===== config.mk =====
export PLATFORM = sky130hd
export DESIGN_NAME = spi_fifo_stat_irq
export DESIGN_NICKNAME = d
export VERILOG_FILES = /design/src/rtl/sfs_pkg.sv /design/src/rtl/sfs_limit_reg.sv /design/src/rtl/sfs_sticky_flags.sv /design/src/rtl/sfs_level_eval.sv /design/src/rtl/spi_fifo_stat_irq.sv
export SDC_FILE = /design/constraint.sdc
export NUM_CORES = 1
export LEC_CHECK = 0
export BUFFER_PORTS_ARGS = -buffer_cell sky130_fd_sc_hd__buf_2
export CORE_UTILIZATION = 45
export DETAILED_ROUTE_END_ITERATION = 10
export PLACE_DENSITY = 0.78
export SETUP_SLACK_MARGIN = 0.02
export SYNTH_ARGS = -nofsm -noshare
export SYNTH_HDL_FRONTEND = slang
export SYNTH_HIERARCHICAL = 1
export SYNTH_SLANG_ARGS = --single-unit

===== constraint.sdc =====
create_clock -name clk -period 2.85 [get_ports clk]
set_input_delay 0.1425 -clock clk [delete_from_list [all_inputs] [get_ports clk]]
set_output_delay 0.1425 -clock clk [all_outputs]
set_load 0.03 [all_outputs]

===== src/rtl/sfs_pkg.sv =====
package sfs_pkg;

  typedef enum logic [2:0] {
    CFG_MASK   = 3'd0,
    CFG_CLEAR  = 3'd1,
    CFG_DMA_EN = 3'd2,
    CFG_TX_THR = 3'd3,
    CFG_RX_THR = 3'd4,
    CFG_TX_DMA = 3'd5,
    CFG_RX_DMA = 3'd6,
    CFG_NONE   = 3'd7
  } cfg_sel_e;

  localparam int ST_BUSY     = 0;
  localparam int ST_TX_FULL  = 1;
  localparam int ST_TX_EMPTY = 2;
  localparam int ST_RX_EMPTY = 3;
  localparam int ST_RX_FULL  = 4;

  localparam int IRQ_TX_THR = 0;
  localparam int IRQ_TX_OVF = 1;
  localparam int IRQ_RX_UDF = 2;
  localparam int IRQ_RX_OVF = 3;
  localparam int IRQ_RX_THR = 4;
  localparam int IRQ_W      = 5;

  localparam int CLR_ALL    = 0;
  localparam int CLR_RX_UDF = 1;
  localparam int CLR_RX_OVF = 2;
  localparam int CLR_TX_OVF = 3;

  // sticky flag slots
  localparam int FLG_TX_OVF = 0;
  localparam int FLG_RX_UDF = 1;
  localparam int FLG_RX_OVF = 2;
  localparam int FLG_N      = 3;

  localparam int DMA_EN_RX = 0;
  localparam int DMA_EN_TX = 1;

  // number of limit registers, selector codes are contiguous from CFG_TX_THR
  localparam int LIM_N      = 4;
  localparam int LIM_TX_THR = 0;
  localparam int LIM_RX_THR = 1;
  localparam int LIM_TX_DMA = 2;
  localparam int LIM_RX_DMA = 3;

endpackage


===== src/rtl/sfs_limit_reg.sv =====
module sfs_limit_reg #(
  parameter int DEPTH  = 32,
  parameter int LVL_W  = $clog2(DEPTH + 1),
  parameter int DATA_W = 16
) (
  input  logic              clk,
  input  logic              rst_n,
  input  logic              we_i,
  input  logic [DATA_W-1:0] wdata_i,
  output logic [LVL_W-1:0]  q_o
);
  localparam logic [DATA_W-1:0] DEPTH_D = DATA_W'(DEPTH);

  logic in_range;
  assign in_range = (wdata_i < DEPTH_D);

  always_ff @(posedge clk or negedge rst_n) begin
    if (!rst_n) begin
      q_o <= '0;
    end else if (we_i && in_range) begin
      q_o <= wdata_i[LVL_W-1:0];
    end
  end

  AST_LIMIT_BELOW_DEPTH: assert property (@(posedge clk) disable iff (!rst_n)
    q_o < LVL_W'(DEPTH));
  AST_LIMIT_REJECT: assert property (@(posedge clk) disable iff (!rst_n)
    (we_i && (wdata_i >= DEPTH_D)) |=> $stable(q_o));
endmodule


===== src/rtl/sfs_sticky_flags.sv =====
module sfs_sticky_flags #(
  parameter int N = 3
) (
  input  logic         clk,
  input  logic         rst_n,
  input  logic [N-1:0] set_i,
  input  logic [N-1:0] clr_i,
  output logic [N-1:0] q_o
);
  for (genvar i = 0; i < N; i++) begin : g_flag
    always_ff @(posedge clk or negedge rst_n) begin
      if (!rst_n) begin
        q_o[i] <= 1'b0;
      end else if (set_i[i]) begin
        q_o[i] <= 1'b1;
      end else if (clr_i[i]) begin
        q_o[i] <= 1'b0;
      end
    end

    AST_SET_WINS: assert property (@(posedge clk) disable iff (!rst_n)
      set_i[i] |=> q_o[i]);
    AST_CLEAR_TAKES: assert property (@(posedge clk) disable iff (!rst_n)
      (clr_i[i] && !set_i[i]) |=> !q_o[i]);
  end
endmodule


===== src/rtl/sfs_level_eval.sv =====
module sfs_level_eval #(
  parameter int DEPTH = 32,
  parameter int LVL_W = $clog2(DEPTH + 1)
) (
  input  logic             busy_i,
  input  logic [LVL_W-1:0] tx_level_i,
  input  logic [LVL_W-1:0] rx_level_i,
  input  logic [LVL_W-1:0] tx_thr_i,
  input  logic [LVL_W-1:0] rx_thr_i,
  input  logic [LVL_W-1:0] tx_dma_lvl_i,
  input  logic [LVL_W-1:0] rx_dma_lvl_i,
  input  logic [1:0]       dma_en_i,
  output logic [4:0]       status_o,
  output logic             tx_full_o,
  output logic             rx_full_o,
  output logic             rx_empty_o,
  output logic             tx_thr_hit_o,
  output logic             rx_thr_hit_o,
  output logic             tx_dma_req_o,
  output logic             rx_dma_req_o
);
  import sfs_pkg::*;

  localparam logic [LVL_W-1:0] FULL_LVL = LVL_W'(DEPTH);

  logic tx_empty;

  always_comb begin
    tx_full_o  = (tx_level_i == FULL_LVL);
    rx_full_o  = (rx_level_i == FULL_LVL);
    tx_empty   = (tx_level_i == '0);
    rx_empty_o = (rx_level_i == '0);

    status_o              = '0;
    status_o[ST_BUSY]     = busy_i;
    status_o[ST_TX_FULL]  = tx_full_o;
    status_o[ST_TX_EMPTY] = tx_empty;
    status_o[ST_RX_EMPTY] = rx_empty_o;
    status_o[ST_RX_FULL]  = rx_full_o;

    tx_thr_hit_o = (tx_level_i <= tx_thr_i);
    rx_thr_hit_o = (rx_level_i >  rx_thr_i);

    tx_dma_req_o = dma_en_i[DMA_EN_TX] && (tx_level_i <= tx_dma_lvl_i);
    rx_dma_req_o = dma_en_i[DMA_EN_RX] && (rx_level_i >  rx_dma_lvl_i);
  end
endmodule


===== src/rtl/spi_fifo_stat_irq.sv =====
module spi_fifo_stat_irq #(
  parameter int DEPTH  = 32,
  parameter int LVL_W  = $clog2(DEPTH + 1),
  parameter int DATA_W = 16
) (
  input  logic              clk,
  input  logic              rst_n,
  input  logic              busy_i,
  input  logic [LVL_W-1:0]  tx_level_i,
  input  logic [LVL_W-1:0]  rx_level_i,
  input  logic              tx_push_i,
  input  logic              rx_pop_i,
  input  logic              rx_fill_i,
  input  logic              cfg_we_i,
  input  logic [2:0]        cfg_sel_i,
  input  logic [DATA_W-1:0] cfg_wdata_i,
  output logic [4:0]        status_o,
  output logic [4:0]        raw_irq_o,
  output logic [4:0]        masked_irq_o,
  output logic              irq_o,
  output logic              tx_dma_req_o,
  output logic              rx_dma_req_o,
  output logic              tx_push_ok_o,
  output logic              rx_pop_ok_o,
  output logic [LVL_W-1:0]  tx_thr_o,
  output logic [LVL_W-1:0]  rx_thr_o
);
  import sfs_pkg::*;

  logic [IRQ_W-1:0] mask_q;
  logic [1:0]       dma_en_q;
  logic [LVL_W-1:0] lim_q [LIM_N];

  // limit registers: thresholds and DMA levels
  for (genvar g = 0; g < LIM_N; g++) begin : g_lim
    logic lim_we;
    assign lim_we = cfg_we_i && (cfg_sel_i == 3'(int'(CFG_TX_THR) + g));
    sfs_limit_reg #(.DEPTH(DEPTH), .LVL_W(LVL_W), .DATA_W(DATA_W)) u_lim (
      .clk     (clk),
      .rst_n   (rst_n),
      .we_i    (lim_we),
      .wdata_i (cfg_wdata_i),
      .q_o     (lim_q[g])
    );
  end

  always_ff @(posedge clk or negedge rst_n) begin
    if (!rst_n) begin
      mask_q   <= '0;
      dma_en_q <= '0;
    end else if (cfg_we_i) begin
      if (cfg_sel_i == CFG_MASK)   mask_q   <= cfg_wdata_i[IRQ_W-1:0];
      if (cfg_sel_i == CFG_DMA_EN) dma_en_q <= cfg_wdata_i[1:0];
    end
  end

  logic tx_full, rx_full, rx_empty, tx_thr_hit, rx_thr_hit;

  sfs_level_eval #(.DEPTH(DEPTH), .LVL_W(LVL_W)) u_eval (
    .busy_i       (busy_i),
    .tx_level_i   (tx_level_i),
    .rx_level_i   (rx_level_i),
    .tx_thr_i     (lim_q[LIM_TX_THR]),
    .rx_thr_i     (lim_q[LIM_RX_THR]),
    .tx_dma_lvl_i (lim_q[LIM_TX_DMA]),
    .rx_dma_lvl_i (lim_q[LIM_RX_DMA]),
    .dma_en_i     (dma_en_q),
    .status_o     (status_o),
    .tx_full_o    (tx_full),
    .rx_full_o    (rx_full),
    .rx_empty_o   (rx_empty),
    .tx_thr_hit_o (tx_thr_hit),
    .rx_thr_hit_o (rx_thr_hit),
    .tx_dma_req_o (tx_dma_req_o),
    .rx_dma_req_o (rx_dma_req_o)
  );

  // error events and clear decode
  logic [FLG_N-1:0] flg_set, flg_clr, flg_q;
  logic             clr_we;

  assign clr_we = cfg_we_i && (cfg_sel_i == CFG_CLEAR);

  always_comb begin
    flg_set             = '0;
    flg_set[FLG_TX_OVF] = tx_push_i && tx_full;
    flg_set[FLG_RX_UDF] = rx_pop_i  && rx_empty;
    flg_set[FLG_RX_OVF] = rx_fill_i && rx_full;

    flg_clr             = '0;
    flg_clr[FLG_TX_OVF] = clr_we && (cfg_wdata_i[CLR_ALL] || cfg_wdata_i[CLR_TX_OVF]);
    flg_clr[FLG_RX_UDF] = clr_we && (cfg_wdata_i[CLR_ALL] || cfg_wdata_i[CLR_RX_UDF]);
    flg_clr[FLG_RX_OVF] = clr_we && (cfg_wdata_i[CLR_ALL] || cfg_wdata_i[CLR_RX_OVF]);
  end

  sfs_sticky_flags #(.N(FLG_N)) u_flags (
    .clk   (clk),
    .rst_n (rst_n),
    .set_i (flg_set),
    .clr_i (flg_clr),
    .q_o   (flg_q)
  );

  always_comb begin
    raw_irq_o             = '0;
    raw_irq_o[IRQ_TX_THR] = tx_thr_hit;
    raw_irq_o[IRQ_TX_OVF] = flg_q[FLG_TX_OVF];
    raw_irq_o[IRQ_RX_UDF] = flg_q[FLG_RX_UDF];
    raw_irq_o[IRQ_RX_OVF] = flg_q[FLG_RX_OVF];
    raw_irq_o[IRQ_RX_THR] = rx_thr_hit;
    masked_irq_o          = raw_irq_o & mask_q;
    irq_o                 = |masked_irq_o;
  end

  assign tx_push_ok_o = tx_push_i && !tx_full;
  assign rx_pop_ok_o  = rx_pop_i  && !rx_empty;
  assign tx_thr_o     = lim_q[LIM_TX_THR];
  assign rx_thr_o     = lim_q[LIM_RX_THR];

  AST_IRQ_NEEDS_MASK: assert property (@(posedge clk) disable iff (!rst_n)
    irq_o |-> (mask_q != '0));
  AST_TX_DMA_GATED: assert property (@(posedge clk) disable iff (!rst_n)
    tx_dma_req_o |-> dma_en_q[DMA_EN_TX]);
  AST_RX_DMA_GATED: assert property (@(posedge clk) disable iff (!rst_n)
    rx_dma_req_o |-> dma_en_q[DMA_EN_RX]);
  AST_FULL_PUSH_DROPPED: assert property (@(posedge clk) disable iff (!rst_n)
    (tx_push_i && (status_o[ST_TX_FULL])) |-> !tx_push_ok_o);
  AST_TXOVF_RAISED: assert property (@(posedge clk) disable iff (!rst_n)
    (tx_push_i && tx_full) |=> raw_irq_o[IRQ_TX_OVF]);
endmodule


# Word level (Yosys, flattened, before mapping)
# Index checks and enable logic that the tools add are counted.
# totals
latch_bits	0
regBits	34
mem_count	0
output_inout_bits	32
inputBits	38
elab_cells	62
rom_bits	0
ramBits	0
# classes
div	0
shift	0
muxes	6
n_mul	0
add_sub_neg	0
reduce_logical	33
n_lt_le_gt_ge	5
n_bitwise	1
eq_ne	8
# op_table
operator	n
1-bit logical AND	19
16-bit by 6-bit < comparator with 1-bit output, second input constant	1
6-bit == test, second input constant	2
6-bit > comparator	2
6-bit less-or-equal comparator	2
6-bit logical NOT	2
3-bit == test, second input constant	3
3-bit by 2-bit == test with 1-bit output, second input constant	2
1-bit two-way mux	6
2-bit nonzero test	3
5-bit AND	1
5-bit OR reduction	1
2-bit AND reduction	2
3-bit by 1-bit == test with 1-bit output, second input constant	1
3-bit logical NOT	1
1-bit logical OR	3
1-bit logical NOT	2

# Logic depth before layout (Yosys ltp)
# logic_depth
depth_word	5
mapped_depth	8
ltp_nobuf	8

# Hierarchy
# Netlist, hierarchy kept.
# modules_own_cells
module	instances	area_each_um2	seq_area_each_um2	cells_each
sfs_limit_reg	4	272.8	150.1	16
sfs_level_eval	1	683.2	0.0	99
spi_fifo_stat_irq	1	452.9	175.2	39
sfs_sticky_flags	1	108.9	75.1	9

# Least setup slack after synthesis
# OpenSTA, ideal clock, no wires.
# synth_timing
path_kind	reg2out
startpoint	reg g_lim[1].u_lim.q_o[4]
endpoint	out irq_o
arrival_time_ns	2.360
path_buffers	0
required_time_ns	2.707
slack_ns	0.347
path_stages_with_launch	9
path_cell_list	dfrtp_1 > inv_1 > ha_1 > a21oi_2 > nand2_1 > a221oi_2 > a31oi_1 > and2_1 > or4_1
# synth_via
elab_chain_len	3
# synth_lines
item	line_no	source
start, declared	sfs_limit_reg.sv:10	output logic [LVL_W-1:0] q_o
start signal, assigned	sfs_limit_reg.sv:21	q_o <= wdata_i[LVL_W-1:0];
6-bit > comparator	sfs_level_eval.sv:42	rx_thr_hit_o = (rx_level_i > rx_thr_i);
net rx_thr_hit	spi_fifo_stat_irq.sv:57	logic tx_full, rx_full, rx_empty, tx_thr_hit, rx_thr_hit;
5-bit AND	spi_fifo_stat_irq.sv:111	masked_irq_o = raw_irq_o & mask_q;
net masked_irq_o[4]	spi_fifo_stat_irq.sv:19	output logic [4:0] masked_irq_o,
5-bit OR reduction	spi_fifo_stat_irq.sv:112	irq_o = |masked_irq_o;
end, declared	spi_fifo_stat_irq.sv:20	output logic irq_o,
# The timed path passes the listed nets, and every way through them passes these cells.

# Worst setup path in the final report
# layout_timing
startpoint	reg g_lim[1].u_lim.q_o[4]
endpoint	out irq_o
# layout_via
elab_chain_len	3
# layout_lines
item	line_no
6-bit > comparator	sfs_level_eval.sv:42
5-bit AND	spi_fifo_stat_irq.sv:111
5-bit OR reduction	spi_fifo_stat_irq.sv:112
# No other way between the ends.

==> qor.csv <==
stage;metric;value;unit
run_status;status;finished clean;
logic_synthesis;synth_edf_count;0;
global_routing;grt_pass1_wl;7950;um
cts;cts_root_buffer;clkbuf_8;
layout;area_growth;20.0;%
cts;post_cts_resized;0;
power_and_ir_drop;total_power;1130;uW
drt;route.detailed.drc;0;
critical_path;timing.rr.start;g_lim[0].u_lim/q_o[0];
timing;fin_tns_setup;0;ns
worst_hold_path;min_path_type;input port to flip-flop;
critical_path;cp_top_family;simple AND/OR/NAND/NOR gates;
critical_path;worst-path-buf-inv;2;
global_routing;antenna_found_initial;0;
layout;antenna_cells;0;
critical_path;crit_path_start_kind;flip-flop;
power_and_ir_drop;p_leak;0.00139;uW
drt;post_drt_wl_per_cell;14.2;um
critical_path;r2r_slack;2.06;ns
worst_hold_path;whs_path_depth;3;
timing;max_freq;390;MHz
critical_path;cp_max_fo;3;
logic_synthesis;synth.net_count;273;
run;drv_cap;0;
layout;most-common-layout-cells;67 x buf_2, 34 x dfrtp_1, 30 x inv_1;
floorplan;start_util;0.482;
timing;hold_viol;0;
cts;htree_levels;2;
global_routing;grt_max_degree;35;
global_routing;grt_util_all_layers;0.192;
timing;rsz0062_at_grt;no;
logic_synthesis;yosysWarnings;6;
critical_path;criticalPathCategory;flip-flop to output port;
power_and_ir_drop;power.density;404;nW/um^2
critical_path;max_stage_delay;0.50;ns
critical_path;worstPathRequired;2.71;ns
timing;finalSetupViolations;0;
power_and_ir_drop;ir_drop;0.362;mV
layout;final_common_cell;buf_2;
layout;drive_above_1_share;0.454;
timing;slew_violations;0;
critical_path;r2r_cells;1;
drt;antenna_left;0;
cts;cts_tree;yes;
critical_path;arrival;2.42;ns
global_routing;grt_pass1_vias;1729;
critical_path;rr_endpoint;g_lim[0].u_lim/q_o[0];
critical_path;endpoint_kind;output port;
cts;cts.reportedPaths.clkPinSlew;0.06;ns
timing;worst_pin_slew;0.745;ns
drt;drt-initial-drc-count;52;
floorplan;core-area;4850;um^2
floorplan;dieHeight;74.1;um
worst_hold_path;min_to;u_flags/q_o[2];
logic_synthesis;yosysSeqAreaShare;0.364;
logic_synthesis;syn_inst;211;
cts;clock_sinks;34;
floorplan;dieArea;5480;um^2
layout;layout.nets;341;
critical_path;path_cells;inv_1 > ha_1 > a21oi_2 > nand2_1 > a221oi_2 > a31oi_1 > and2_1 > or4_1 > buf_2;
logic_synthesis;yosysUniqueCellTypes;35;
cts;clockBufferDepth;2;
timing;fin_worst_skew;0;ns
cts;insertion_delay;0.27;ns
placed_design;hpwl;4050;um
timing;min_period;2.57;ns
floorplan;ios;70;
floorplan;rows;25;
logic_synthesis;avgSynthCellArea;11.1;um^2
drt;via_count;1793;
placed_design;gp_congestion;0.818;
logic_synthesis;ys.flop_type;dfrtp_1;
drt;first_pass_iters;4;
worst_hold_path;worstHoldStart;rx_fill_i;
floorplan;die_x;74.1;um
drt;finalWirelength;4940;um
timing;fin_crit_sh;0.900;
global_routing;grt-ovfl-total;0;
timing;slew_headroom;0.504;
drt;vias_per_cell;5.17;
logic_synthesis;ys_seq_elements;34;
logic_synthesis;syn_area;2340;um^2
logic_synthesis;synthArstFlopShare;1.00;
critical_path;cp_slowest_cell;or4_1;
cts;cts_inserted_buffers;5;
placed_design;port-buffer-count;67;
==> per-layer routing <==
layer,vias to the layer above,routed length (um),global-route usage
met2,45,2390,0.312
met1,854,2260,0.253
met3,8,206,0.0407
met5,-,0,0
li1,886,-,-
met4,0,87,0.0705
==> report_power, final <==
group          internal, uW  switching, uW  total (uW)
clock network           195            161         356
logic                  96.7            154         250
registers               510           16.7         527
total                   801            331        1130
==> worst max path at each step <==
stage | slack [ns] | from | depth (start not counted) | endpoint
3_3_place_gp | 0.64 | g_lim[1].u_lim/q_o[4] | 9 | irq_o
2_1_floorplan | 0.35 | g_lim[1].u_lim/q_o[4] | 8 | irq_o
5_1_grt | 0.18 | g_lim[1].u_lim/q_o[4] | 9 | irq_o
6_report | 0.28 | g_lim[1].u_lim/q_o[4] | 9 | irq_o
4_1_cts | 0.27 | g_lim[1].u_lim/q_o[4] | 9 | irq_o
3_5_place_dp | 0.59 | g_lim[1].u_lim/q_o[4] | 9 | irq_o
==> cell families (layout without fill, tap and decap cells) <==
group                      Yosys count  in the layout  synth area share
DFF                                 34             34             0.364
muxes                               27             27             0.130
AOI/OAI and AO/OA                   24             24            0.0734
and+or+nand+nor                     65             65             0.233
buffers and inverters               37            106            0.0707
adders and majority gates           24             24             0.129
==> registers in the layout, indices dropped and copies added (netlist names) <==
| name | cells |
|---|---|
| g_lim.u_lim/q_o | 24 |
| dma_en_q | 2 |
| u_flags/q_o | 3 |
| mask_q | 5 |
==> synth_stat cells (all sizes together) (3+ instances only) <==
master  number  share of area
dfrtp       34           0.36
inv         30          0.048
mux2        27           0.13
ha          24           0.13
and2        12          0.034
a21oi        8          0.019
nand2        8          0.013
nand3        8          0.026
nor4         8          0.043
buf          7          0.022
nor2         6         0.0096
nor4b        5          0.051
a21o         4          0.013
nand4        3         0.0080
nor3         3         0.0064
o21a         3         0.0096
==> through the flow <==
step / setup slack (ns) / utilization / hold slack (ns) / std cells / area (um^2)
global placement: 0.641 / 0.557 / 0.253 / 338 / 2700
CTS: 0.275 / 0.578 / 0.160 / 347 / 2800
finish: 0.284 / 0.578 / 0.165 / 347 / 2800
detailed placement: 0.591 / 0.557 / 0.255 / 338 / 2700
floorplan: 0.347 / - / -0.153 / 211 / 2340
global route: 0.177 / 0.578 / 0.175 / 347 / 2800
==> final cells by class <==
cell class,instances,area [um^2]
fillers,429,2040
multi-input cells,140,1320
flip-flops and latches,34,851
repair buffers,68,345
inverters,30,113
clock buffers,7,86.3
well taps,67,83.8
clock inverters,1,5.00
==> what timing repair did <==
item	CTS	global route
endpoints found under the hold margin	34	0
hold buffers	1	0
setup buffers	0	0
Note: power is estimated with default switching activity, not from simulation.
